<file path="src/rtl/txdma_pkg.sv">
package txdma_pkg;
  typedef enum logic [1:0] {
    ST_IDLE  = 2'd0,
    ST_FETCH = 2'd1,
    ST_XMIT  = 2'd2,
    ST_ABORT = 2'd3
  } tx_state_e;

  localparam int REG_AW = 2;
  localparam logic [REG_AW-1:0] RA_CMD  = 2'd0;
  localparam logic [REG_AW-1:0] RA_DESC = 2'd1;
  localparam logic [REG_AW-1:0] RA_STAT = 2'd2;

  localparam int CMD_GO_BIT   = 0;
  localparam int STS_W        = 2;
  localparam int STS_RES_BIT  = 0;
  localparam int STS_CHAN_BIT = 1;
endpackage

</file>
<file path="src/rtl/txdma_fsm.sv">
module txdma_fsm
  import txdma_pkg::*;
#(
  parameter int ABORT_CYCLES = 2
) (
  input  logic      clk,
  input  logic      rst,
  input  logic      wr_go,
  input  logic      wr_abort,
  input  logic      armed,
  input  logic      fetch_ack,
  input  logic      tx_done,
  input  logic      res_err,
  input  logic      chan_err,
  output tx_state_e state,
  output logic      go_q,
  output logic      abort_q,
  output logic      fetch_req,
  output logic      tx_run,
  output logic      desc_close,
  output logic      res_evt,
  output logic      chan_evt,
  output logic      abort_start
);
  localparam int CNT_W = (ABORT_CYCLES > 1) ? $clog2(ABORT_CYCLES) : 1;
  localparam logic [CNT_W-1:0] CNT_LOAD = CNT_W'(ABORT_CYCLES - 1);

  tx_state_e        nxt;
  logic [CNT_W-1:0] cnt;
  logic             start, active, done_ok;

  always_comb begin
    active      = (state == ST_FETCH) || (state == ST_XMIT);
    abort_start = wr_abort && (state != ST_ABORT);
    start       = wr_go && !wr_abort && armed && (state == ST_IDLE);
    res_evt     = res_err && active;
    chan_evt    = chan_err && (state == ST_XMIT);
    done_ok     = (state == ST_XMIT) && tx_done && !abort_start && !res_err && !chan_err;
  end

  always_comb begin
    nxt = state;
    case (state)
      ST_IDLE: begin
        if (abort_start)  nxt = ST_ABORT;
        else if (start)   nxt = ST_FETCH;
      end
      ST_FETCH: begin
        if (abort_start)    nxt = ST_ABORT;
        else if (res_err)   nxt = ST_IDLE;
        else if (fetch_ack) nxt = ST_XMIT;
      end
      ST_XMIT: begin
        if (abort_start)                    nxt = ST_ABORT;
        else if (res_err || chan_err || tx_done) nxt = ST_IDLE;
      end
      ST_ABORT: begin
        if (cnt == '0) nxt = ST_IDLE;
      end
      default: nxt = ST_IDLE;
    endcase
  end

  always_ff @(posedge clk) begin
    if (rst) begin
      state      <= ST_IDLE;
      cnt        <= '0;
      go_q       <= 1'b0;
      abort_q    <= 1'b0;
      fetch_req  <= 1'b0;
      tx_run     <= 1'b0;
      desc_close <= 1'b0;
    end else begin
      state <= nxt;
      if (abort_start)          cnt <= CNT_LOAD;
      else if (cnt != '0)       cnt <= cnt - 1'b1;
      if (nxt == ST_IDLE)       go_q <= 1'b0;
      else if (start)           go_q <= 1'b1;
      if (abort_start)          abort_q <= 1'b1;
      else if (nxt == ST_IDLE)  abort_q <= 1'b0;
      fetch_req  <= (nxt == ST_FETCH);
      tx_run     <= (nxt == ST_XMIT);
      desc_close <= done_ok;
    end
  end

  assert_close_after_xmit_R3: assert property (@(posedge clk) disable iff (rst)
    desc_close |-> $past(state) == ST_XMIT);
  assert_req_run_excl_R3: assert property (@(posedge clk) disable iff (rst)
    !(fetch_req && tx_run));
  assert_abort_bit_state_R6: assert property (@(posedge clk) disable iff (rst)
    abort_q |-> state == ST_ABORT);
  assert_abort_quiet_R6: assert property (@(posedge clk) disable iff (rst)
    (state == ST_ABORT) |-> (!fetch_req && !tx_run));
  assert_no_close_abort_R7: assert property (@(posedge clk) disable iff (rst)
    (state == ST_ABORT) |-> !desc_close);
  assert_idle_go_clear_R4: assert property (@(posedge clk) disable iff (rst)
    (state == ST_IDLE) |-> !go_q);
  assert_busy_go_ignored_R12: assert property (@(posedge clk) disable iff (rst)
    (state == ST_XMIT && wr_go && !wr_abort && !tx_done && !res_err && !chan_err)
      |=> state == ST_XMIT);
endmodule

</file>
<file path="src/rtl/txdma_regs.sv">
module txdma_regs
  import txdma_pkg::*;
#(
  parameter int DATA_W = 32,
  parameter int ADDR_W = 32
) (
  input  logic              clk,
  input  logic              rst,
  input  logic              cpu_wr,
  input  logic [REG_AW-1:0] cpu_addr,
  input  logic [DATA_W-1:0] cpu_wdata,
  input  logic              busy,
  input  logic              abort_start,
  input  logic              res_evt,
  input  logic              chan_evt,
  input  logic              go_q,
  input  logic              abort_q,
  output logic              wr_go,
  output logic              wr_abort,
  output logic              armed,
  output logic [ADDR_W-1:0] desc_addr,
  output logic [DATA_W-1:0] cpu_rdata
);
  localparam int ABORT_BIT = DATA_W - 1;

  logic             wr_cmd, wr_desc, wr_stat;
  logic [STS_W-1:0] sts, sts_set, sts_clr;
  logic [DATA_W-1:0] rd_mux;

  always_comb begin
    wr_cmd   = cpu_wr && (cpu_addr == RA_CMD);
    wr_desc  = cpu_wr && (cpu_addr == RA_DESC) && !busy;
    wr_stat  = cpu_wr && (cpu_addr == RA_STAT);
    wr_go    = wr_cmd && cpu_wdata[CMD_GO_BIT];
    wr_abort = wr_cmd && cpu_wdata[ABORT_BIT];
    sts_set  = '0;
    sts_set[STS_RES_BIT]  = res_evt;
    sts_set[STS_CHAN_BIT] = chan_evt;
    sts_clr  = wr_stat ? cpu_wdata[STS_W-1:0] : '0;
  end

  always_ff @(posedge clk) begin
    if (rst) begin
      desc_addr <= '0;
      armed     <= 1'b0;
    end else begin
      if (wr_desc) desc_addr <= cpu_wdata[ADDR_W-1:0];
      if (abort_start)  armed <= 1'b0;
      else if (wr_desc) armed <= 1'b1;
    end
  end

  for (genvar i = 0; i < STS_W; i++) begin : g_sts
    always_ff @(posedge clk) begin
      if (rst)             sts[i] <= 1'b0;
      else if (sts_set[i]) sts[i] <= 1'b1;
      else if (sts_clr[i]) sts[i] <= 1'b0;
    end
  end

  always_comb begin
    rd_mux = '0;
    case (cpu_addr)
      RA_CMD: begin
        rd_mux[ABORT_BIT]  = abort_q;
        rd_mux[CMD_GO_BIT] = go_q;
      end
      RA_DESC: rd_mux[ADDR_W-1:0] = desc_addr;
      RA_STAT: rd_mux[STS_W-1:0]  = sts;
      default: rd_mux = '0;
    endcase
  end

  always_ff @(posedge clk) begin
    if (rst) cpu_rdata <= '0;
    else     cpu_rdata <= rd_mux;
  end

  assert_res_sticky_R4: assert property (@(posedge clk) disable iff (rst)
    res_evt |=> sts[STS_RES_BIT]);
  assert_chan_sticky_R5: assert property (@(posedge clk) disable iff (rst)
    chan_evt |=> sts[STS_CHAN_BIT]);
  assert_desc_hold_R10: assert property (@(posedge clk) disable iff (rst)
    (busy && cpu_wr && cpu_addr == RA_DESC) |=> $stable(desc_addr));
  assert_disarm_R9: assert property (@(posedge clk) disable iff (rst)
    abort_start |=> !armed);
endmodule

</file>
<file path="src/rtl/txdma_cmd_ctrl.sv">
module txdma_cmd_ctrl
  import txdma_pkg::*;
#(
  parameter int DATA_W       = 32,
  parameter int ADDR_W       = 32,
  parameter int ABORT_CYCLES = 2
) (
  input  logic              clk,
  input  logic              rst,
  input  logic              cpu_wr,
  input  logic [1:0]        cpu_addr,
  input  logic [DATA_W-1:0] cpu_wdata,
  output logic [DATA_W-1:0] cpu_rdata,
  output logic              fetch_req,
  output logic [ADDR_W-1:0] fetch_addr,
  input  logic              fetch_ack,
  output logic              tx_run,
  input  logic              tx_done,
  input  logic              res_err,
  input  logic              chan_err,
  output logic              desc_close
);
  tx_state_e state;
  logic wr_go, wr_abort, armed, go_q, abort_q;
  logic res_evt, chan_evt, abort_start, busy;

  assign busy = (state != ST_IDLE);

  txdma_regs #(.DATA_W(DATA_W), .ADDR_W(ADDR_W)) u_regs (
    .clk(clk), .rst(rst), .cpu_wr(cpu_wr), .cpu_addr(cpu_addr),
    .cpu_wdata(cpu_wdata), .busy(busy), .abort_start(abort_start),
    .res_evt(res_evt), .chan_evt(chan_evt), .go_q(go_q), .abort_q(abort_q),
    .wr_go(wr_go), .wr_abort(wr_abort), .armed(armed),
    .desc_addr(fetch_addr), .cpu_rdata(cpu_rdata)
  );

  txdma_fsm #(.ABORT_CYCLES(ABORT_CYCLES)) u_fsm (
    .clk(clk), .rst(rst), .wr_go(wr_go), .wr_abort(wr_abort), .armed(armed),
    .fetch_ack(fetch_ack), .tx_done(tx_done), .res_err(res_err),
    .chan_err(chan_err), .state(state), .go_q(go_q), .abort_q(abort_q),
    .fetch_req(fetch_req), .tx_run(tx_run), .desc_close(desc_close),
    .res_evt(res_evt), .chan_evt(chan_evt), .abort_start(abort_start)
  );
endmodule

</file>
<file path="config.mk">
export PLATFORM = sky130hd
export DESIGN_NAME = txdma_cmd_ctrl
export DESIGN_NICKNAME = d
export VERILOG_FILES = /design/src/rtl/txdma_pkg.sv /design/src/rtl/txdma_fsm.sv /design/src/rtl/txdma_regs.sv /design/src/rtl/txdma_cmd_ctrl.sv
export SDC_FILE = /design/constraint.sdc
export NUM_CORES = 1
export LEC_CHECK = 0
export BUFFER_PORTS_ARGS = -buffer_cell sky130_fd_sc_hd__buf_2
export CORE_UTILIZATION = 53
export DETAILED_ROUTE_END_ITERATION = 8
export GPL_TIMING_DRIVEN = 1
export PLACE_DENSITY = 0.85
export SYNTH_ARGS = -nofsm -noshare
export SYNTH_HDL_FRONTEND = slang
export SYNTH_HIERARCHICAL = 1
export SYNTH_SLANG_ARGS = --single-unit
</file>
<file path="constraint.sdc">
create_clock -name clk -period 4.4 [get_ports clk]
set_input_delay 0.66 -clock clk [delete_from_list [all_inputs] [get_ports clk]]
set_output_delay 0.66 -clock clk [all_outputs]
set_load 0.01 [all_outputs]
</file>
== Yosys cells after proc, flatten, opt, wreduce, memory -nomap -nowiden ==
Cells that the tools add are included.
W data, S select, Z words.

* Register bits after elaboration: 75
* Input port bits: 41
* Output and inout port bits: 67
* Logic and storage cells: 78

* Add/sub/neg operators: 1
* Equality and inequality tests: 8
* Multiplexer cells: 21
* Bitwise logic cells: 1
* Reduce and logical (&&, ||, !) cells: 34

{| class="wikitable"
|+ Operator list
! kind !! number
|-
| $mux W2 || 9
|-
| $logic_and A1 B1 Y1 || 16
|-
| $eq A2 B2 Y1 const B || 4
|-
| $mux W1 || 8
|-
| $pmux W2 S4 || 1
|-
| $reduce_bool A2 Y1 || 4
|-
| $eq A2 B1 Y1 const B || 3
|-
| $logic_not A2 Y1 || 3
|-
| $reduce_or A2 Y1 || 3
|-
| $logic_not A1 Y1 || 5
|-
| $pmux W1 S2 || 2
|-
| $logic_or A1 B1 Y1 || 3
|-
| $pmux W1 S3 || 1
|-
| $ne A2 B2 Y1 const B || 1
|-
| $not A1 Y1 || 1
|-
| $sub A1 B1 Y1 const B || 1
|}

== Logic depth before layout (Yosys ltp) ==
* Depth after elaboration: 13
* Depth in mapped cells: 7

== Cells and area by module ==
Netlist, hierarchy kept.

{| class="wikitable"
|+ Modules (own cells, without submodules)
! module !! times used !! cells each !! area each (µm²) !! sequential area each (µm²)
|-
| txdma_regs || 1 || 231 || 2539.9 || 1341.3
|-
| txdma_fsm || 1 || 50 || 456.7 || 160.2
|-
| txdma_cmd_ctrl || 1 || 1 || 6.3 || 0.0
|}

== Least setup slack after synthesis ==
Ideal clock, no wire load.

* Kind: input -> register
* From: input cpu_addr[0]
* To: register u_fsm.tx_run
* Library setup time: 81 ps
* Arrival time: 1899 ps
* Path slack: 2420 ps
* Stages on the path: 7
* Cell sequence: inv_1 > ha_1 > and3_1 > nand2b_1 > inv_1 > o32ai_2 > nor3b_1

* Elaborated cells between the ends (all ways): 15
* Classes of those cells: 1 x eq/ne; 5 x mux; 9 x reduce/logical

{| class="wikitable"
|+ RTL lines
! what !! RTL line !! source
|-
| start, declared || txdma_cmd_ctrl.sv:11 || <nowiki>input logic [1:0] cpu_addr,</nowiki>
|-
| $logic_not A2 Y1 * || txdma_regs.sv:31 || <nowiki>wr_cmd = cpu_wr && (cpu_addr == RA_CMD);</nowiki>
|-
| $logic_and A1 B1 Y1 * || txdma_regs.sv:31 ||
|-
| $logic_and A1 B1 Y1 * || txdma_regs.sv:35 || <nowiki>wr_abort = wr_cmd && cpu_wdata[ABORT_BIT];</nowiki>
|-
| named net wr_abort || txdma_cmd_ctrl.sv:24 || <nowiki>logic wr_go, wr_abort, armed, go_q, abort_q;</nowiki>
|-
| $logic_and A1 B1 Y1 * || txdma_fsm.sv:34 || <nowiki>abort_start = wr_abort && (state != ST_ABORT);</nowiki>
|-
| named net abort_start || txdma_cmd_ctrl.sv:25 || <nowiki>logic res_evt, chan_evt, abort_start, busy;</nowiki>
|-
| $mux W2 (on tied branches) || txdma_fsm.sv:54, txdma_fsm.sv:45, txdma_fsm.sv:49 ||
|-
| $pmux W2 S4 * || txdma_fsm.sv:43 || <nowiki>case (state)</nowiki>
|-
| $eq A2 B2 Y1 * || txdma_fsm.sv:82 || <nowiki>tx_run <= (nxt == ST_XMIT);</nowiki>
|-
| end signal, assigned || txdma_fsm.sv:82 ||
|-
| end, declared || txdma_fsm.sv:19 || <nowiki>output logic tx_run,</nowiki>
|}

Mark *: on every way through the listed nets, which the timed path passes. The rest lies on a longest branch.
A chain may end at the register's enable or synchronous reset.

== Worst setup path in the final report ==
* From: input cpu_addr[0]
* To: register u_fsm.fetch_req

* Word-level cells in the longest chain between the ends: 11
* Elaborated cells between the ends (all ways): 15
* Classes of those cells: 1 x eq/ne; 5 x mux; 9 x reduce/logical

{| class="wikitable"
|+ Ends and longest elaborated chain
! what !! RTL line !! source
|-
| $logic_not A2 Y1 * || txdma_regs.sv:31 ||
|-
| $logic_and A1 B1 Y1 * || txdma_regs.sv:31 ||
|-
| $logic_and A1 B1 Y1 * || txdma_regs.sv:35 ||
|-
| named net wr_abort || txdma_cmd_ctrl.sv:24 ||
|-
| $logic_not A1 Y1 || txdma_fsm.sv:35 || <nowiki>start = wr_go && !wr_abort && armed && (state == ST_IDLE);</nowiki>
|-
| $logic_and A1 B1 Y1 (3 in a row) || txdma_fsm.sv:35 ||
|-
| $mux W2 || txdma_fsm.sv:46 || <nowiki>else if (start) nxt = ST_FETCH;</nowiki>
|-
| $mux W2 || txdma_fsm.sv:45 || <nowiki>if (abort_start) nxt = ST_ABORT;</nowiki>
|-
| $pmux W2 S4 * || txdma_fsm.sv:43 ||
|-
| $eq A2 B1 Y1 * || txdma_fsm.sv:81 || <nowiki>fetch_req <= (nxt == ST_FETCH);</nowiki>
|-
| end signal, assigned || txdma_fsm.sv:81 ||
|-
| end, declared || txdma_fsm.sv:18 || <nowiki>output logic fetch_req,</nowiki>
|}

Marked as above.

==> reports/results.tsv <==
metric	value	unit
p_leak	1.72	nW
ys_seq_area_frac	0.500	
cts_buffer_depth	2	
globalplace.congestion	0.853	
synth.distinct_cells	35	
drv_slew	0	
critPathTopFamily	simple AND/OR/NAND/NOR gates	
antenna_found_initial	0	
hold_buffers	0	
dpl.hpwl	4140	um
synth_nets	332	
p_int	1.02	mW
slowest_delay	0.42	ns
core	5470	um^2
yosys.area.top_type_share	0.500	
clkPwrFrac	0.380	
grt-ovfl-total	0	
grt_use_total	0.209	
synth_edf_count	0	
area_delta_synth_final	22.8	%
cts_buffers	9	
io_pins	108	
status	finished clean	
die-area	5970	um^2
yosys_warnings	6	
drtIter0Drc	88	
place_ws	2.06	ns
synthArstFlopShare	0	
portBuffers	107	
utilization	0.674	
drc	0	
synth_fa_ha_area_frac	0.0375	
vias	2252	
post_cts_resized	0	
tns	0	ns
vias_per_cell	4.91	
critical-path-slowest-cell	o211ai_1	
die_h	77.3	um
diodes	0	
fmax	0.498	GHz
drive_gt1_frac	0.328	
fin_skew	0.00686	ns
arrival	2.27	ns
drt_first_pass_iters	4	
finalCritPeriodShare	0.456	
pwr-share-seq	0.535	
synth_top_area_cell	dfxtp_1	
start_kind	input port	
grt_pass1_vias	2094	
cp_data_required_time	4.66	ns
path_cells	buf_2 > inv_1 > ha_1 > and3_1 > nand2b_1 > o22ai_1 > o211ai_1 > nor3b_1	
fill_cells	462	
synth_xor_area_frac	0	
fin_crit	2.01	ns
clk_pin_slew	0.07	ns
combPwrFrac	0.085	
synth_top_family_by_area	simple AND/OR/NAND/NOR gates	
max-slew-margin-rel	0.334	
final_hold_viol_count	0	
cellPowerDensity	357	nW/um^2
synth-compound-area-share	0.0371	
wl_per_cell	12.8	um
h-tree-depth	3	
yosys_most_used_dff	dfxtp_1	
avgSynthCellArea	10.6	um^2
critPathBufInv	2	
clock_sinks	75	
p_switching	299	uW
yosys.area_share.simple	0.272	
synth.area.mux_share	0.107	
hold_ws	0.470	ns
postRouteAntennaNets	0	
yosys-top-cells-area	dfxtp_1 (50%), nand2b_1 (14%), mux2i_1 (11%)	
path_max_fanout	6	
chipWidth	77.3	um
row_count	27	
synth.ff_latch_count	75	
tightestPinTransition	0.998	ns
grt_start_max_net_pins	80	
grt_pass1_wl	9530	um
setup_violations	0	
fin_ws	2.39	ns
cap_violations	0	
cts_tree	yes	
clk_latency	0.34	ns
cts_root_buf	clkbuf_8	
nNetsFinal	434	
min_path_type	flip-flop to flip-flop	
mappedNetlistArea	3000	um^2
routed_wl	5890	um
critPathKind	input port to flip-flop	
post-cts-setup-buffer-count	0	
synthCells	282	
initial_utilization	0.549	
ir_worst_vdd	0.201	mV
p_sw_frac	0.227	
rsz0062_at_grt	no	
end_kind	flip-flop	
path summary, 6_finish.rpt:
check                       startpoint                    endpoint  slack (ns)  depth (start not counted)
max reg2reg  u_fsm/state[0]$_SDFF_PP0_  u_fsm/abort_q$_SDFFE_PP0P_        2.47                          6
min reg2reg  u_regs/armed$_SDFFE_PP0P_   u_regs/armed$_SDFFE_PP0P_        0.47                          1
min          u_regs/armed$_SDFFE_PP0P_   u_regs/armed$_SDFFE_PP0P_        0.47                          1
max                        cpu_addr[0]  u_fsm/fetch_req$_SDFF_PP0_        2.39                          8
synthesized netlist by cell type, drive strengths merged, types with 2 or more instances:
library cell,number
nor3b,3
nand2b,66
mux2i,32
clkbuf,9
nand2,2
and3,2
buf,7
a22oi,2
ha,9
and4b,3
nor2,14
inv,5
dfxtp,75
nor3,5
and2,31
logic make-up (layout without fill, tap and decap cells):
| family | after synthesis | count (layout) |
|---|---|---|
| adder cells (fa/ha/maj) | 9 | 9 |
| buffers and inverters | 21 | 126 |
| AO/OA/AOI/OAI | 12 | 12 |
| multiplexers | 32 | 32 |
| AND/OR/NAND/NOR | 133 | 133 |
| flip-flops | 75 | 75 |
worst reg2reg max path: cells and delay by family (launching register included):
family	cells	cell delay, ns
compound gates	3	0.58
fa+ha+maj	1	0.26
flops	1	0.38
buf+inv	1	0.14
simple gates	1	0.49
cell usage in the layout (no fill, tap or decap), types with 2 or more instances in the layout:
cell and instances:
nand2b_1 66, nor3_1 5, ha_1 9, dfxtp_1 75, inv_1 5, nand2_1 2, and2_1 31, a22oi_1 2
nor3b_1 3, mux2i_1 32, and4b_1 3, buf_2 107, clkinv_2 2, and3_1 2, clkbuf_8 10, nor2_1 14
metal layers:
layer	GRT usage	part of all wire
met1	0.235	0.43
met2	0.350	0.48
met3	0.0560	0.061
met4	0.130	0.026
met5	0	0
stage by stage:
| stage | total power [mW] | cells | area, um^2 |
|---|---|---|---|
| 2_1_floorplan | 0.792 | 282 | 3000 |
| 3_3_place_gp | 0.828 | 445 | 3510 |
| 3_5_place_dp | 0.832 | 445 | 3510 |
| 4_1_cts | 1.33 | 459 | 3690 |
| 5_1_grt | 1.37 | 459 | 3690 |
| 6_report | 1.32 | 459 | 3690 |
registers in the layout (all words and copies together) (netlist names):
register          cells
u_fsm/desc_close      1
u_fsm/abort_q         1
u_fsm/go_q            1
u_fsm/cnt             1
u_regs/armed          1
u_regs/sts            2
u_fsm/state           2
u_fsm/fetch_req       1
u_regs/cpu_rdata     32
u_fsm/tx_run          1
u_regs/desc_addr     32
power groups by stage:
stage / Clock, mW / Combinational, mW / Sequential, mW
after floorplan: 0 / 0.0678 / 0.725
after global placement: 0 / 0.108 / 0.719
after detailed placement: 0 / 0.112 / 0.720
after CTS: 0.510 / 0.113 / 0.704
after global routing: 0.543 / 0.123 / 0.706
final: 0.501 / 0.112 / 0.704
layout make-up:
cell class                      count  area [um^2]  area share
Clock inverter                      3         40.0      0.0109
Sequential cell                    75         1500       0.407
Tap cell                           72         90.1      0.0244
Timing Repair Buffer              107          536       0.145
Inverter                            5         18.8     0.00509
Clock buffer                       11          141      0.0383
Multi-Input combinational cell    186         1360       0.369
Note: power is estimated with default switching activity, not from simulation.
